[src/rtl/hsel_pkg.sv]
`timescale 1ns/1ps
package hsel_pkg;

  typedef enum logic {
    AL_HUNT = 1'b0,
    AL_LOCK = 1'b1
  } align_st_e;

  function automatic int abs_gap(input int a, input int b);
    return (a > b) ? (a - b) : (b - a);
  endfunction

endpackage

[src/rtl/hsel_fifo.sv]
`timescale 1ns/1ps
module hsel_fifo #(
  parameter int WIDTH = 9,
  parameter int DEPTH = 32,
  localparam int AW = $clog2(DEPTH),
  localparam int LW = AW + 1
) (
  input  logic             clk,
  input  logic             rst_n,
  input  logic             clr,
  input  logic             wr_en,
  input  logic [WIDTH-1:0] wr_data,
  input  logic             rd_en,
  output logic [WIDTH-1:0] rd_data,
  output logic [LW-1:0]    level
);

  logic [WIDTH-1:0] mem [DEPTH];
  logic [AW-1:0]    wptr_q, wptr_n;
  logic [AW-1:0]    rptr_q, rptr_n;
  logic [LW-1:0]    lvl_q, lvl_n;
  logic             full;

  always_comb begin
    full   = (lvl_q == LW'(DEPTH));
    wptr_n = wptr_q;
    rptr_n = rptr_q;
    lvl_n  = lvl_q;
    if (clr) begin
      wptr_n = '0;
      rptr_n = '0;
      lvl_n  = '0;
    end else begin
      if (wr_en) wptr_n = wptr_q + 1'b1;
      if (rd_en) rptr_n = rptr_q + 1'b1;
      if (wr_en && !rd_en) lvl_n = lvl_q + 1'b1;
      else if (!wr_en && rd_en) lvl_n = lvl_q - 1'b1;
    end
  end

  always_ff @(posedge clk or negedge rst_n) begin
    if (!rst_n) begin
      wptr_q <= '0;
      rptr_q <= '0;
      lvl_q  <= '0;
    end else begin
      wptr_q <= wptr_n;
      rptr_q <= rptr_n;
      lvl_q  <= lvl_n;
    end
  end

  always_ff @(posedge clk) begin
    if (wr_en && !clr) mem[wptr_q] <= wr_data;
  end

  assign rd_data = mem[rptr_q];
  assign level   = lvl_q;

  a_r3_no_overflow: assert property (@(posedge clk) disable iff (!rst_n)
    (wr_en && !rd_en && !clr) |-> !full);
  a_r3_no_underflow: assert property (@(posedge clk) disable iff (!rst_n)
    (rd_en && !clr) |-> (lvl_q != '0));

endmodule

[src/rtl/hsel_align.sv]
`timescale 1ns/1ps
module hsel_align
  import hsel_pkg::*;
#(
  parameter int MAX_SKEW = 24,
  parameter int LW = 6,
  localparam int CW = $clog2(MAX_SKEW + 1)
) (
  input  logic          clk,
  input  logic          rst_n,
  input  logic [1:0]    sof_in,
  input  logic [1:0]    head_sof,
  input  logic [LW-1:0] lvl0,
  input  logic [LW-1:0] lvl1,
  output logic [1:0]    wr_en,
  output logic          rd_en,
  output logic          clr,
  output logic          loa
);

  align_st_e   st_q, st_n;
  logic [1:0]  seen_q, seen_n;
  logic [CW-1:0] cnt_q, cnt_n;
  logic        mismatch;

  always_comb begin
    st_n     = st_q;
    seen_n   = seen_q;
    cnt_n    = cnt_q;
    wr_en    = 2'b00;
    rd_en    = 1'b0;
    clr      = 1'b0;
    mismatch = (st_q == AL_LOCK) && (head_sof[0] != head_sof[1]);
    case (st_q)
      AL_HUNT: begin
        seen_n = seen_q | sof_in;
        wr_en  = seen_n;
        if (seen_n == 2'b11) begin
          st_n  = AL_LOCK;
          cnt_n = '0;
        end else if (seen_n != 2'b00) begin
          if (seen_q == 2'b00) begin
            cnt_n = '0;
          end else if (cnt_q == CW'(MAX_SKEW - 1)) begin
            clr    = 1'b1;
            wr_en  = 2'b00;
            seen_n = 2'b00;
            cnt_n  = '0;
          end else begin
            cnt_n = cnt_q + 1'b1;
          end
        end
      end
      default: begin
        wr_en = 2'b11;
        if (mismatch) begin
          st_n   = AL_HUNT;
          clr    = 1'b1;
          wr_en  = 2'b00;
          seen_n = 2'b00;
        end else begin
          rd_en = 1'b1;
        end
      end
    endcase
  end

  always_ff @(posedge clk or negedge rst_n) begin
    if (!rst_n) begin
      st_q   <= AL_HUNT;
      seen_q <= 2'b00;
      cnt_q  <= '0;
    end else begin
      st_q   <= st_n;
      seen_q <= seen_n;
      cnt_q  <= cnt_n;
    end
  end

  assign loa = (st_q != AL_LOCK);

  // while locked, the two FIFO fills differ by the skew, which is within range
  a_r2_skew_span: assert property (@(posedge clk) disable iff (!rst_n)
    (st_q == AL_LOCK) |-> (abs_gap(int'(lvl0), int'(lvl1)) <= MAX_SKEW));

endmodule

[src/rtl/hsel_choose.sv]
`timescale 1ns/1ps
module hsel_choose (
  input  logic       clk,
  input  logic       rst_n,
  input  logic       auto_en,
  input  logic       man_sel,
  input  logic       hold,
  input  logic [1:0] bad,
  output logic       sel_nxt,
  output logic       sel_q,
  output logic       pulse_q
);

  logic sel_r;
  logic pulse_r;

  always_comb begin
    sel_nxt = sel_r;
    if (!hold) begin
      if (auto_en) begin
        if (bad[sel_r] && !bad[!sel_r]) sel_nxt = !sel_r;
      end else begin
        sel_nxt = man_sel;
      end
    end
  end

  always_ff @(posedge clk or negedge rst_n) begin
    if (!rst_n) begin
      sel_r   <= 1'b0;
      pulse_r <= 1'b0;
    end else begin
      sel_r   <= sel_nxt;
      pulse_r <= (sel_nxt != sel_r);
    end
  end

  assign sel_q   = sel_r;
  assign pulse_q = pulse_r;

  a_r7_hold_freeze: assert property (@(posedge clk) disable iff (!rst_n)
    hold |=> $stable(sel_r));
  a_r6_manual_follow: assert property (@(posedge clk) disable iff (!rst_n)
    (!auto_en && !hold) |=> (sel_r == $past(man_sel)));
  a_r8_failover: assert property (@(posedge clk) disable iff (!rst_n)
    (auto_en && !hold && bad[sel_r] && !bad[!sel_r]) |=> (sel_r != $past(sel_r)));
  a_r8_both_bad_stay: assert property (@(posedge clk) disable iff (!rst_n)
    (auto_en && !hold && (bad == 2'b11)) |=> $stable(sel_r));
  a_r10_pulse: assert property (@(posedge clk) disable iff (!rst_n)
    pulse_r == (sel_r != $past(sel_r)));

endmodule

[src/rtl/hitless_sel.sv]
`timescale 1ns/1ps
module hitless_sel #(
  parameter int DATA_W   = 8,
  parameter int MAX_SKEW = 24
) (
  input  logic              clk,
  input  logic              rst_n,
  input  logic              auto_en,
  input  logic              man_sel,
  input  logic [DATA_W-1:0] ch0_data,
  input  logic              ch0_sof,
  input  logic [DATA_W-1:0] ch1_data,
  input  logic              ch1_sof,
  input  logic [1:0]        sef,
  input  logic [1:0]        ber,
  input  logic [1:0]        lol,
  output logic [DATA_W-1:0] out_data,
  output logic              out_sof,
  output logic              out_valid,
  output logic              cur_ch,
  output logic              switch_pulse,
  output logic              loa,
  output logic [1:0]        lol_flag
);

  localparam int FIFO_DEPTH = 2 ** $clog2(MAX_SKEW + 2);
  localparam int WORD_W     = DATA_W + 1;
  localparam int LVL_W      = $clog2(FIFO_DEPTH) + 1;

  logic [WORD_W-1:0] wr_word [2];
  logic [WORD_W-1:0] head    [2];
  logic [LVL_W-1:0]  lvl     [2];
  logic [1:0]        wr_en;
  logic [1:0]        head_sof;
  logic              rd_en;
  logic              clr;
  logic              sel_nxt;

  assign wr_word[0] = {ch0_sof, ch0_data};
  assign wr_word[1] = {ch1_sof, ch1_data};

  for (genvar g = 0; g < 2; g++) begin : g_path
    hsel_fifo #(
      .WIDTH (WORD_W),
      .DEPTH (FIFO_DEPTH)
    ) i_fifo (
      .clk     (clk),
      .rst_n   (rst_n),
      .clr     (clr),
      .wr_en   (wr_en[g]),
      .wr_data (wr_word[g]),
      .rd_en   (rd_en),
      .rd_data (head[g]),
      .level   (lvl[g])
    );
    assign head_sof[g] = head[g][WORD_W-1];
  end

  hsel_align #(
    .MAX_SKEW (MAX_SKEW),
    .LW       (LVL_W)
  ) i_align (
    .clk      (clk),
    .rst_n    (rst_n),
    .sof_in   ({ch1_sof, ch0_sof}),
    .head_sof (head_sof),
    .lvl0     (lvl[0]),
    .lvl1     (lvl[1]),
    .wr_en    (wr_en),
    .rd_en    (rd_en),
    .clr      (clr),
    .loa      (loa)
  );

  hsel_choose i_choose (
    .clk     (clk),
    .rst_n   (rst_n),
    .auto_en (auto_en),
    .man_sel (man_sel),
    .hold    (loa),
    .bad     (sef | ber),
    .sel_nxt (sel_nxt),
    .sel_q   (cur_ch),
    .pulse_q (switch_pulse)
  );

  // output stage: mux with the same next selection that updates cur_ch
  logic [DATA_W-1:0] od_q, od_n;
  logic              os_q, os_n;
  logic              ov_q;
  logic [1:0]        lf_q;

  always_comb begin
    od_n = sel_nxt ? head[1][DATA_W-1:0] : head[0][DATA_W-1:0];
    os_n = sel_nxt ? head_sof[1] : head_sof[0];
  end

  always_ff @(posedge clk or negedge rst_n) begin
    if (!rst_n) begin
      od_q <= '0;
      os_q <= 1'b0;
      ov_q <= 1'b0;
      lf_q <= 2'b00;
    end else begin
      ov_q <= rd_en;
      lf_q <= lol;
      if (rd_en) begin
        od_q <= od_n;
        os_q <= os_n;
      end else begin
        os_q <= 1'b0;
      end
    end
  end

  assign out_data  = od_q;
  assign out_sof   = os_q;
  assign out_valid = ov_q;
  assign lol_flag  = lf_q;

  a_r5_no_output_unaligned: assert property (@(posedge clk) disable iff (!rst_n)
    loa |=> !out_valid);
  a_r2_first_is_frame: assert property (@(posedge clk) disable iff (!rst_n)
    $fell(loa) |=> (out_valid && out_sof));
  a_r9_lol_ignored: assert property (@(posedge clk) disable iff (!rst_n)
    (auto_en && !loa && ((sef | ber) == 2'b00)) |=> $stable(cur_ch));
  a_r9_lol_report: assert property (@(posedge clk) disable iff (!rst_n)
    lol_flag == $past(lol));

endmodule

[config.mk]
export PLATFORM = sky130hd
export DESIGN_NAME = hitless_sel
export DESIGN_NICKNAME = d
export VERILOG_FILES = /design/src/rtl/hsel_pkg.sv /design/src/rtl/hsel_fifo.sv /design/src/rtl/hsel_align.sv /design/src/rtl/hsel_choose.sv /design/src/rtl/hitless_sel.sv
export SDC_FILE = /design/constraint.sdc
export NUM_CORES = 1
export LEC_CHECK = 0
export ABC_AREA = 1
export BUFFER_PORTS_ARGS = -buffer_cell sky130_fd_sc_hd__buf_4
export CAP_MARGIN = 40
export CORE_MARGIN = 2
export CORE_UTILIZATION = 60
export CTS_CLUSTER_SIZE = 16
export DETAILED_ROUTE_END_ITERATION = 10
export PLACE_DENSITY = 0.77
export SLEW_MARGIN = 20
export SYNTH_ARGS = -nofsm -noshare
export SYNTH_HDL_FRONTEND = slang
export SYNTH_SLANG_ARGS = --single-unit
[constraint.sdc]
create_clock -name clk -period 3.05 [get_ports clk]
set_input_delay 0.305 -clock clk [delete_from_list [all_inputs] [get_ports clk]]
set_output_delay 0.305 -clock clk [all_outputs]
set_load 0.05 [all_outputs]
Word level (Yosys, flattened, before mapping). Memory sizes are Yosys's and may differ from the RTL's. Cells that the tools add are included.

Register bits after elaboration: 42. Memory bits (writable): 576. Output and inout bits: 15. Memories kept: 2.

Add/sub/neg operators: 5. Order comparisons: 2. Equality and inequality tests: 5. Muxes and demuxes: 44. Bitwise logic cells: 3. Reductions and logical operators: 14.

Memories: g_path[0].i_fifo.mem (words 32, bits a word 9, read ports 1, clocked after Yosys merged registers in 0, write ports 1, line hsel_fifo.sv:18) `logic [WIDTH-1:0] mem [DEPTH];`; g_path[1].i_fifo.mem (words 32, bits a word 9, read ports 1, clocked after Yosys merged registers in 0, write ports 1, line hsel_fifo.sv:18).

Operator list (number): 2-to-1 mux 5 bit (12); adder 5 x 1 -> 5 bit (second input constant) (5); 2-to-1 mux 1 bit (23); 2-to-1 mux 2 bit (8); nonzero test 2 bit (5); 2-to-1 mux 8 bit (1); equality test 5 bit (second input constant) (1); logical AND 1 bit (4); less-than comparator 1 x 2 -> 1 bit (second input constant) (2); OR 2 bit (2); logical NOT 1 bit (3); equality test 2 bit (second input constant) (1); logical NOT 2 bit (1); inequality test 1 bit (2); inequality test 2 bit (second input constant) (1); AND reduction 2 bit (1); inverter 1 bit (1).

Depth between registers and ports, before layout.
Word-level depth: 10. Depth in mapped cells: 16.

By module. From an unflattened synthesis, not the netlist that was laid out.

Cell total of the unflattened synthesis: 2689. Area, all modules: 27526.4 um^2.

By module, submodules not included: hsel_fifo at g_path[0].i_fifo (times used 1, cells an instance 1262, area each 13157.6 um^2); hsel_fifo at g_path[1].i_fifo (times used 1, cells an instance 1257, area each 13147.6 um^2); hitless_sel (times used 1, cells an instance 77, area each 584.3 um^2); hsel_align (times used 1, cells an instance 76, area each 511.7 um^2); hsel_choose (times used 1, cells an instance 17, area each 125.1 um^2).

Worst setup path after synthesis. OpenSTA, ideal clock, no wires.

Path type: register to register. Start: reg g_path[1].i_fifo.rptr_q[0]. End: mem g_path[1].i_fifo.mem[11][0] (enable). Library setup time: 0.329 ns. Arrival: 1.815 ns. Required time: 2.721 ns. Setup slack: 0.906 ns. Cell stages (with the launch flop): 13. Buffers on the path: 3. Clock period less this slack: 2.144 ns. Cells stage by stage: dfrtp_1 buf_6 buf_6 o211ai_1 nand3_1 nand3_1 nand2_1 nand2_2 nand3_2 nand3_4 buf_6 nand3_1 inv_1.

Longest elaborated chain between the ends: 9. Elaborated cells between the ends (all ways): 11. Classes of those cells: eq/ne: 1; mux: 6; reduce/logical: 3; memory: 1.

RTL lines: from (decl) (line hsel_fifo.sv:20) `logic [AW-1:0] rptr_q, rptr_n;`; from (signal assigned) (line hsel_fifo.sv:48) `rptr_q <= rptr_n;`; memory read (32 x 9 bit) *; inequality test 1 bit * (line hsel_align.sv:33) `mismatch = (st_q == AL_LOCK) && (head_sof[0] != head_sof[1]);`; logical AND 1 bit * (line hsel_align.sv:33); 2-to-1 mux 1 bit (line hsel_align.sv:56) `if (mismatch) begin`; 2-to-1 mux 1 bit (line hsel_align.sv:34) `case (st_q)`; logical NOT 1 bit (line hsel_fifo.sv:54) `if (wr_en && !clr) mem[wptr_q] <= wr_data;`; logical AND 1 bit * (line hsel_fifo.sv:54); 2-to-1 mux 1 bit * (line hsel_fifo.sv:54); 2-to-1 mux 1 bit (not written as such) * (line hsel_fifo.sv:54); to (decl) (line hsel_fifo.sv:18).

Every way passes the cells marked *; elsewhere a longest branch is shown, timed or not.

Final worst setup path.
Start: reg g_path[0].i_fifo.rptr_q[0]. End: mem g_path[0].i_fifo.mem[5][2] (enable).

Longest elaborated chain between the ends: 9. Elaborated cells between the ends (all ways): 11. Classes of those cells: eq/ne: 1; mux: 6; reduce/logical: 3; memory: 1.

RTL lines (line): from (decl) (hsel_fifo.sv:20); from (signal assigned) (hsel_fifo.sv:48); memory read (32 x 9 bit) *; inequality test 1 bit * (hsel_align.sv:33); logical AND 1 bit * (hsel_align.sv:33); 2-to-1 mux 1 bit (hsel_align.sv:56); 2-to-1 mux 1 bit (hsel_align.sv:34); logical NOT 1 bit (hsel_fifo.sv:54); logical AND 1 bit * (hsel_fifo.sv:54); 2-to-1 mux 1 bit * (hsel_fifo.sv:54); 2-to-1 mux 1 bit (not written as such) * (hsel_fifo.sv:54); to (decl) (hsel_fifo.sv:18).

Marked as above.

==> impl_metrics.prom <==
# TYPE chip_impl_metric gauge
chip_impl_metric{name="dieHeight",unit="µm"} 210
chip_impl_metric{name="reg2reg_slack",unit="ns"} 0.08
chip_impl_info{name="outcome",value="finished, final reports clean"} 1
chip_impl_metric{name="floorplan.die_area",unit="mm²"} 0.0443
chip_impl_metric{name="maxSlewViolCount",unit=""} 0
chip_impl_metric{name="cellLeakagePower",unit="nW"} 10.2
chip_impl_metric{name="clk_pin_slew",unit="ns"} 0.06
chip_impl_metric{name="grt_antenna_before_repair",unit=""} 0
chip_impl_info{name="critical_path.reg2reg.endpoint",value="g_path[0].i_fifo.mem[5][2]$_DFFE_PP_"} 1
chip_impl_metric{name="cts-buffers-inserted",unit=""} 58
chip_impl_metric{name="fraction_of_layout_instances_using_a_drive_strength_above_1",unit=""} 0.112
chip_impl_info{name="hold_class",value="in -> reg"} 1
chip_impl_metric{name="period_share",unit=""} 0.973
chip_impl_metric{name="first_pass_iters",unit=""} 9
chip_impl_metric{name="groute.usage.overall",unit=""} 0.301
chip_impl_metric{name="global_route_wire_length_before_repair",unit="µm"} 99400
chip_impl_metric{name="fillCellCount",unit=""} 2903
chip_impl_metric{name="route.final.wire_length",unit="µm"} 66100
chip_impl_metric{name="setup_viol",unit=""} 0
chip_impl_metric{name="h-tree-depth",unit=""} 2
chip_impl_metric{name="design.final.nets",unit=""} 2214
chip_impl_metric{name="via_per_inst",unit=""} 6.33
chip_impl_metric{name="sw_frac_of_total",unit=""} 0.373
chip_impl_metric{name="arrival",unit="ns"} 3.27
chip_impl_metric{name="vdd_drop_max",unit="mV"} 0.825
chip_impl_metric{name="first_global_vias",unit=""} 16928
chip_impl_metric{name="overflow",unit=""} 0
chip_impl_metric{name="post_synth_instance_area",unit="mm²"} 0.0256
chip_impl_metric{name="place_congestion",unit=""} 0.937
chip_impl_metric{name="syn2layout_area_growth",unit="%"} 10.8
chip_impl_metric{name="share_clk_of_total_power",unit=""} 0.272
chip_impl_metric{name="maximum_number_of_pins_on_one_net_before_global_route_repair",unit=""} 104
chip_impl_metric{name="syn_nets",unit=""} 2191
chip_impl_metric{name="r2r_cells",unit=""} 15
chip_impl_metric{name="utilization",unit=""} 0.674
chip_impl_metric{name="finish.cell_count_without_fillers",unit=""} 2759
chip_impl_info{name="cts_root_buf",value="sky130_fd_sc_hd__clkbuf_16"} 1
chip_impl_metric{name="comb_power_share",unit=""} 0.336
chip_impl_metric{name="timing.clock.skew",unit="ns"} 0.0416
chip_impl_metric{name="cts_sinks",unit=""} 618
chip_impl_metric{name="synth_cell_types",unit=""} 31
chip_impl_info{name="most-common-layout-cells",value="576 x sky130_fd_sc_hd__edfxtp_1, 337 x sky130_fd_sc_hd__nor2_1, 265 x sky130_fd_sc_hd__nand2_1"} 1
chip_impl_metric{name="design.core.area",unit="mm²"} 0.0420
chip_impl_metric{name="drt_first_iter_violations",unit=""} 2435
chip_impl_metric{name="io_buffer_count",unit=""} 42
chip_impl_metric{name="min_delay_path_depth",unit=""} 4
chip_impl_metric{name="p_switching",unit="W"} 0.00980
chip_impl_info{name="timing.critical_path.from_type",value="flip-flop"} 1
chip_impl_metric{name="core_rows",unit=""} 75
chip_impl_metric{name="worst_slack",unit="ns"} 0.0830
chip_impl_metric{name="floorplan.io_pins",unit=""} 43
chip_impl_metric{name="timing.fmax",unit="GHz"} 0.337
chip_impl_info{name="crit-reg2reg-launch",value="g_path[0].i_fifo.rptr_q[0]$_DFFE_PN0P_"} 1
chip_impl_metric{name="postCtsSetupRepairBufs",unit=""} 0
chip_impl_metric{name="setup_tns",unit="ns"} 0
chip_impl_info{name="worstSetupPathType",value="reg -> reg"} 1
chip_impl_metric{name="worstPathRequired",unit="ns"} 3.35
chip_impl_info{name="whs_endpoint",value="i_choose.pulse_q$_DFF_PN0_"} 1
chip_impl_metric{name="antenna_cells_inserted",unit=""} 0
chip_impl_info{name="unrepaired_setup_endpoints_after_global_routing",value="no"} 1
chip_impl_metric{name="initial_standard_cell_utilization_of_the_core",unit=""} 0.609
chip_impl_info{name="cts_tree",value="done"} 1
chip_impl_info{name="hp-start",value="man_sel"} 1
chip_impl_metric{name="timing_worst_slew_pin_value",unit="ns"} 0.906
chip_impl_metric{name="critical_path_peak_fanout",unit=""} 24
chip_impl_metric{name="placed_cells_incl_taps",unit=""} 2651
chip_impl_metric{name="antenna_nets_post_route",unit=""} 0
chip_impl_metric{name="wl_per_cell",unit="µm"} 23.9
chip_impl_info{name="layout.cells.most_common",value="sky130_fd_sc_hd__edfxtp_1"} 1
chip_impl_metric{name="synthesis.instances",unit=""} 2152
chip_impl_metric{name="maxCapViolations",unit=""} 0
chip_impl_metric{name="sequentialPowerShare",unit=""} 0.391
chip_impl_info{name="worst_setup_path_end_kind",value="flip-flop"} 1
chip_impl_metric{name="detailroute.via_count",unit=""} 17456
chip_impl_metric{name="clk_latency",unit="ns"} 0.63
chip_impl_metric{name="finalHoldViolations",unit=""} 0
chip_impl_metric{name="power.internal",unit="W"} 0.0165
chip_impl_metric{name="yosysWarnings",unit=""} 0
chip_impl_metric{name="die_width",unit="µm"} 210
chip_impl_metric{name="drt_drc_violations_left",unit=""} 0
chip_impl_metric{name="preCtsSetupSlack",unit="ns"} 0.131
chip_impl_info{name="worst_setup_path_startpoint",value="g_path[0].i_fifo.rptr_q[0]$_DFFE_PN0P_"} 1
chip_impl_metric{name="avgSynthCellArea",unit="µm²"} 11.9
chip_impl_metric{name="postSynthRegisterBits",unit=""} 618
chip_impl_metric{name="min_period",unit="ns"} 2.97
chip_impl_metric{name="dp.final_hpwl",unit="µm"} 40800
chip_impl_metric{name="yosysSeqAreaShare",unit=""} 0.717
chip_impl_metric{name="cts_buffer_depth",unit=""} 3
chip_impl_metric{name="maxSlewHeadroom",unit=""} 0.392
chip_impl_metric{name="powerDensity",unit="mW/mm²"} 927
[state kept, by name (all words and copies together) (netlist names)]
name,count
g_path.i_fifo.wptr_q,10
out_valid,1
out_data,8
g_path.i_fifo.mem,576
i_align.seen_q,2
i_choose.sel_q,1
g_path.i_fifo.rptr_q,10
i_align.cnt_q,5
out_sof,1
i_choose.pulse_q,1
i_align.st_q,1
lol_flag,2
[synthesized netlist by cell type]
master	instances	area share
sky130_fd_sc_hd__a21oi_1	24	0.0047
sky130_fd_sc_hd__a21oi_2	2	0.00068
sky130_fd_sc_hd__a31oi_1	2	0.00049
sky130_fd_sc_hd__buf_1	1	0.00015
sky130_fd_sc_hd__buf_2	39	0.0076
sky130_fd_sc_hd__buf_4	9	0.0026
sky130_fd_sc_hd__buf_6	13	0.0057
sky130_fd_sc_hd__clkbuf_1	69	0.010
sky130_fd_sc_hd__clkinv_1	4	0.00059
sky130_fd_sc_hd__dfrtp_1	42	0.041
sky130_fd_sc_hd__edfxtp_1	576	0.68
sky130_fd_sc_hd__ha_1	11	0.0054
sky130_fd_sc_hd__inv_1	129	0.019
sky130_fd_sc_hd__inv_2	10	0.0015
sky130_fd_sc_hd__nand2_1	265	0.039
sky130_fd_sc_hd__nand2_2	4	0.00098
sky130_fd_sc_hd__nand3_1	160	0.031
sky130_fd_sc_hd__nand3_2	2	0.00078
sky130_fd_sc_hd__nand3_4	3	0.0021
sky130_fd_sc_hd__nand4_1	38	0.0093
sky130_fd_sc_hd__nor2_1	337	0.049
sky130_fd_sc_hd__nor2_2	1	0.00024
sky130_fd_sc_hd__nor3_1	10	0.0020
sky130_fd_sc_hd__nor3_2	1	0.00039
sky130_fd_sc_hd__o211ai_1	58	0.017
sky130_fd_sc_hd__o21ai_0	262	0.051
sky130_fd_sc_hd__o21ai_1	6	0.0012
sky130_fd_sc_hd__o221ai_1	8	0.0027
sky130_fd_sc_hd__o22ai_1	56	0.014
sky130_fd_sc_hd__or2_2	3	0.00073
sky130_fd_sc_hd__xor2_1	7	0.0024
[stage by stage]
stage | area, µm² | power (W) | hold slack (ns)
global route | 28300 | 0.0272 | 0.104
finish | 28300 | 0.0263 | 0.0712
CTS | 28300 | 0.0260 | 0.0631
floorplan | 25600 | 0.0159 | 0.00941
global placement | 26400 | 0.0188 | 0.348
detailed placement | 26400 | 0.0190 | 0.348
[layout make-up]
class                           count  area [µm²]  share of cell area
Timing Repair Buffer               94         842              0.0297
Multi-Input combinational cell   1260        6030               0.213
Inverter                          143         567              0.0200
Tap cell                          539         674              0.0238
Sequential cell                   618       18400               0.648
Clock buffer                       74        1510              0.0533
Clock inverter                     31         355              0.0125
[per-layer routing]
layer | part of all wire | GRT usage | wire (µm)
met5 | 0 | 0 | 0
met4 | 0.032 | 0.110 | 2120
met3 | 0.12 | 0.0678 | 8040
met2 | 0.46 | 0.460 | 30200
met1 | 0.39 | 0.432 | 25700
[critical path, cell delays in order (launching register included)]
cell and delay (ns):
sky130_fd_sc_hd__dfrtp_4 0.51, sky130_fd_sc_hd__clkinv_2 0.09, sky130_fd_sc_hd__buf_4 0.28, sky130_fd_sc_hd__nand2_1 0.11, sky130_fd_sc_hd__nand2_1 0.12, sky130_fd_sc_hd__nand2_1 0.08
sky130_fd_sc_hd__a21oi_1 0.20, sky130_fd_sc_hd__nor2_1 0.06, sky130_fd_sc_hd__nand2_1 0.07, sky130_fd_sc_hd__nand2_2 0.13, sky130_fd_sc_hd__inv_2 0.11, sky130_fd_sc_hd__nand3_4 0.11
sky130_fd_sc_hd__nand3_4 0.16, sky130_fd_sc_hd__buf_4 0.20, sky130_fd_sc_hd__nand3_1 0.08, sky130_fd_sc_hd__inv_1 0.30
[power groups by stage]
| stage | combinational, W | clock, W | sequential, W |
|---|---|---|---|
| 6_report | 0.00883 | 0.00715 | 0.0103 |
| 5_1_grt | 0.00941 | 0.00750 | 0.0103 |
| 4_1_cts | 0.00859 | 0.00719 | 0.0103 |
| 3_5_place_dp | 0.00852 | 0 | 0.0104 |
| 3_3_place_gp | 0.00836 | 0 | 0.0104 |
| 2_1_floorplan | 0.00536 | 0 | 0.0105 |
[cell families (layout without fill, tap and decap cells)]
family	after synthesis	in the layout	synth area share
AO/OA/AOI/OAI	418	418	0.0918
XOR/XNOR	7	7	0.00240
adder cells (fa/ha/maj)	11	11	0.00538
buffers and inverters	274	342	0.0472
flip-flops	618	618	0.717
AND/OR/NAND/NOR	824	824	0.136
[worst max-delay path by stage]
| stage | end | depth (start not counted) |
|---|---|---|
| 6_report | g_path[0].i_fifo.mem[5][2]$_DFFE_PP_ | 15 |
| 4_1_cts | g_path[0].i_fifo.mem[23][7]$_DFFE_PP_ | 14 |
| 5_1_grt | g_path[0].i_fifo.mem[19][1]$_DFFE_PP_ | 15 |
| 3_5_place_dp | g_path[0].i_fifo.mem[23][0]$_DFFE_PP_ | 14 |
| 3_3_place_gp | g_path[0].i_fifo.mem[11][7]$_DFFE_PP_ | 14 |
| 2_1_floorplan | g_path[1].i_fifo.mem[11][0]$_DFFE_PP_ | 12 |
[what timing repair did]
item / 4_1_cts / 5_1_grt
hold buffers: 3 / 0
gates resized for setup: 0 / 50
setup endpoints to repair: 0 / 558
hold endpoints to repair: 44 / 0
Power figures use the tool's default switching activity.
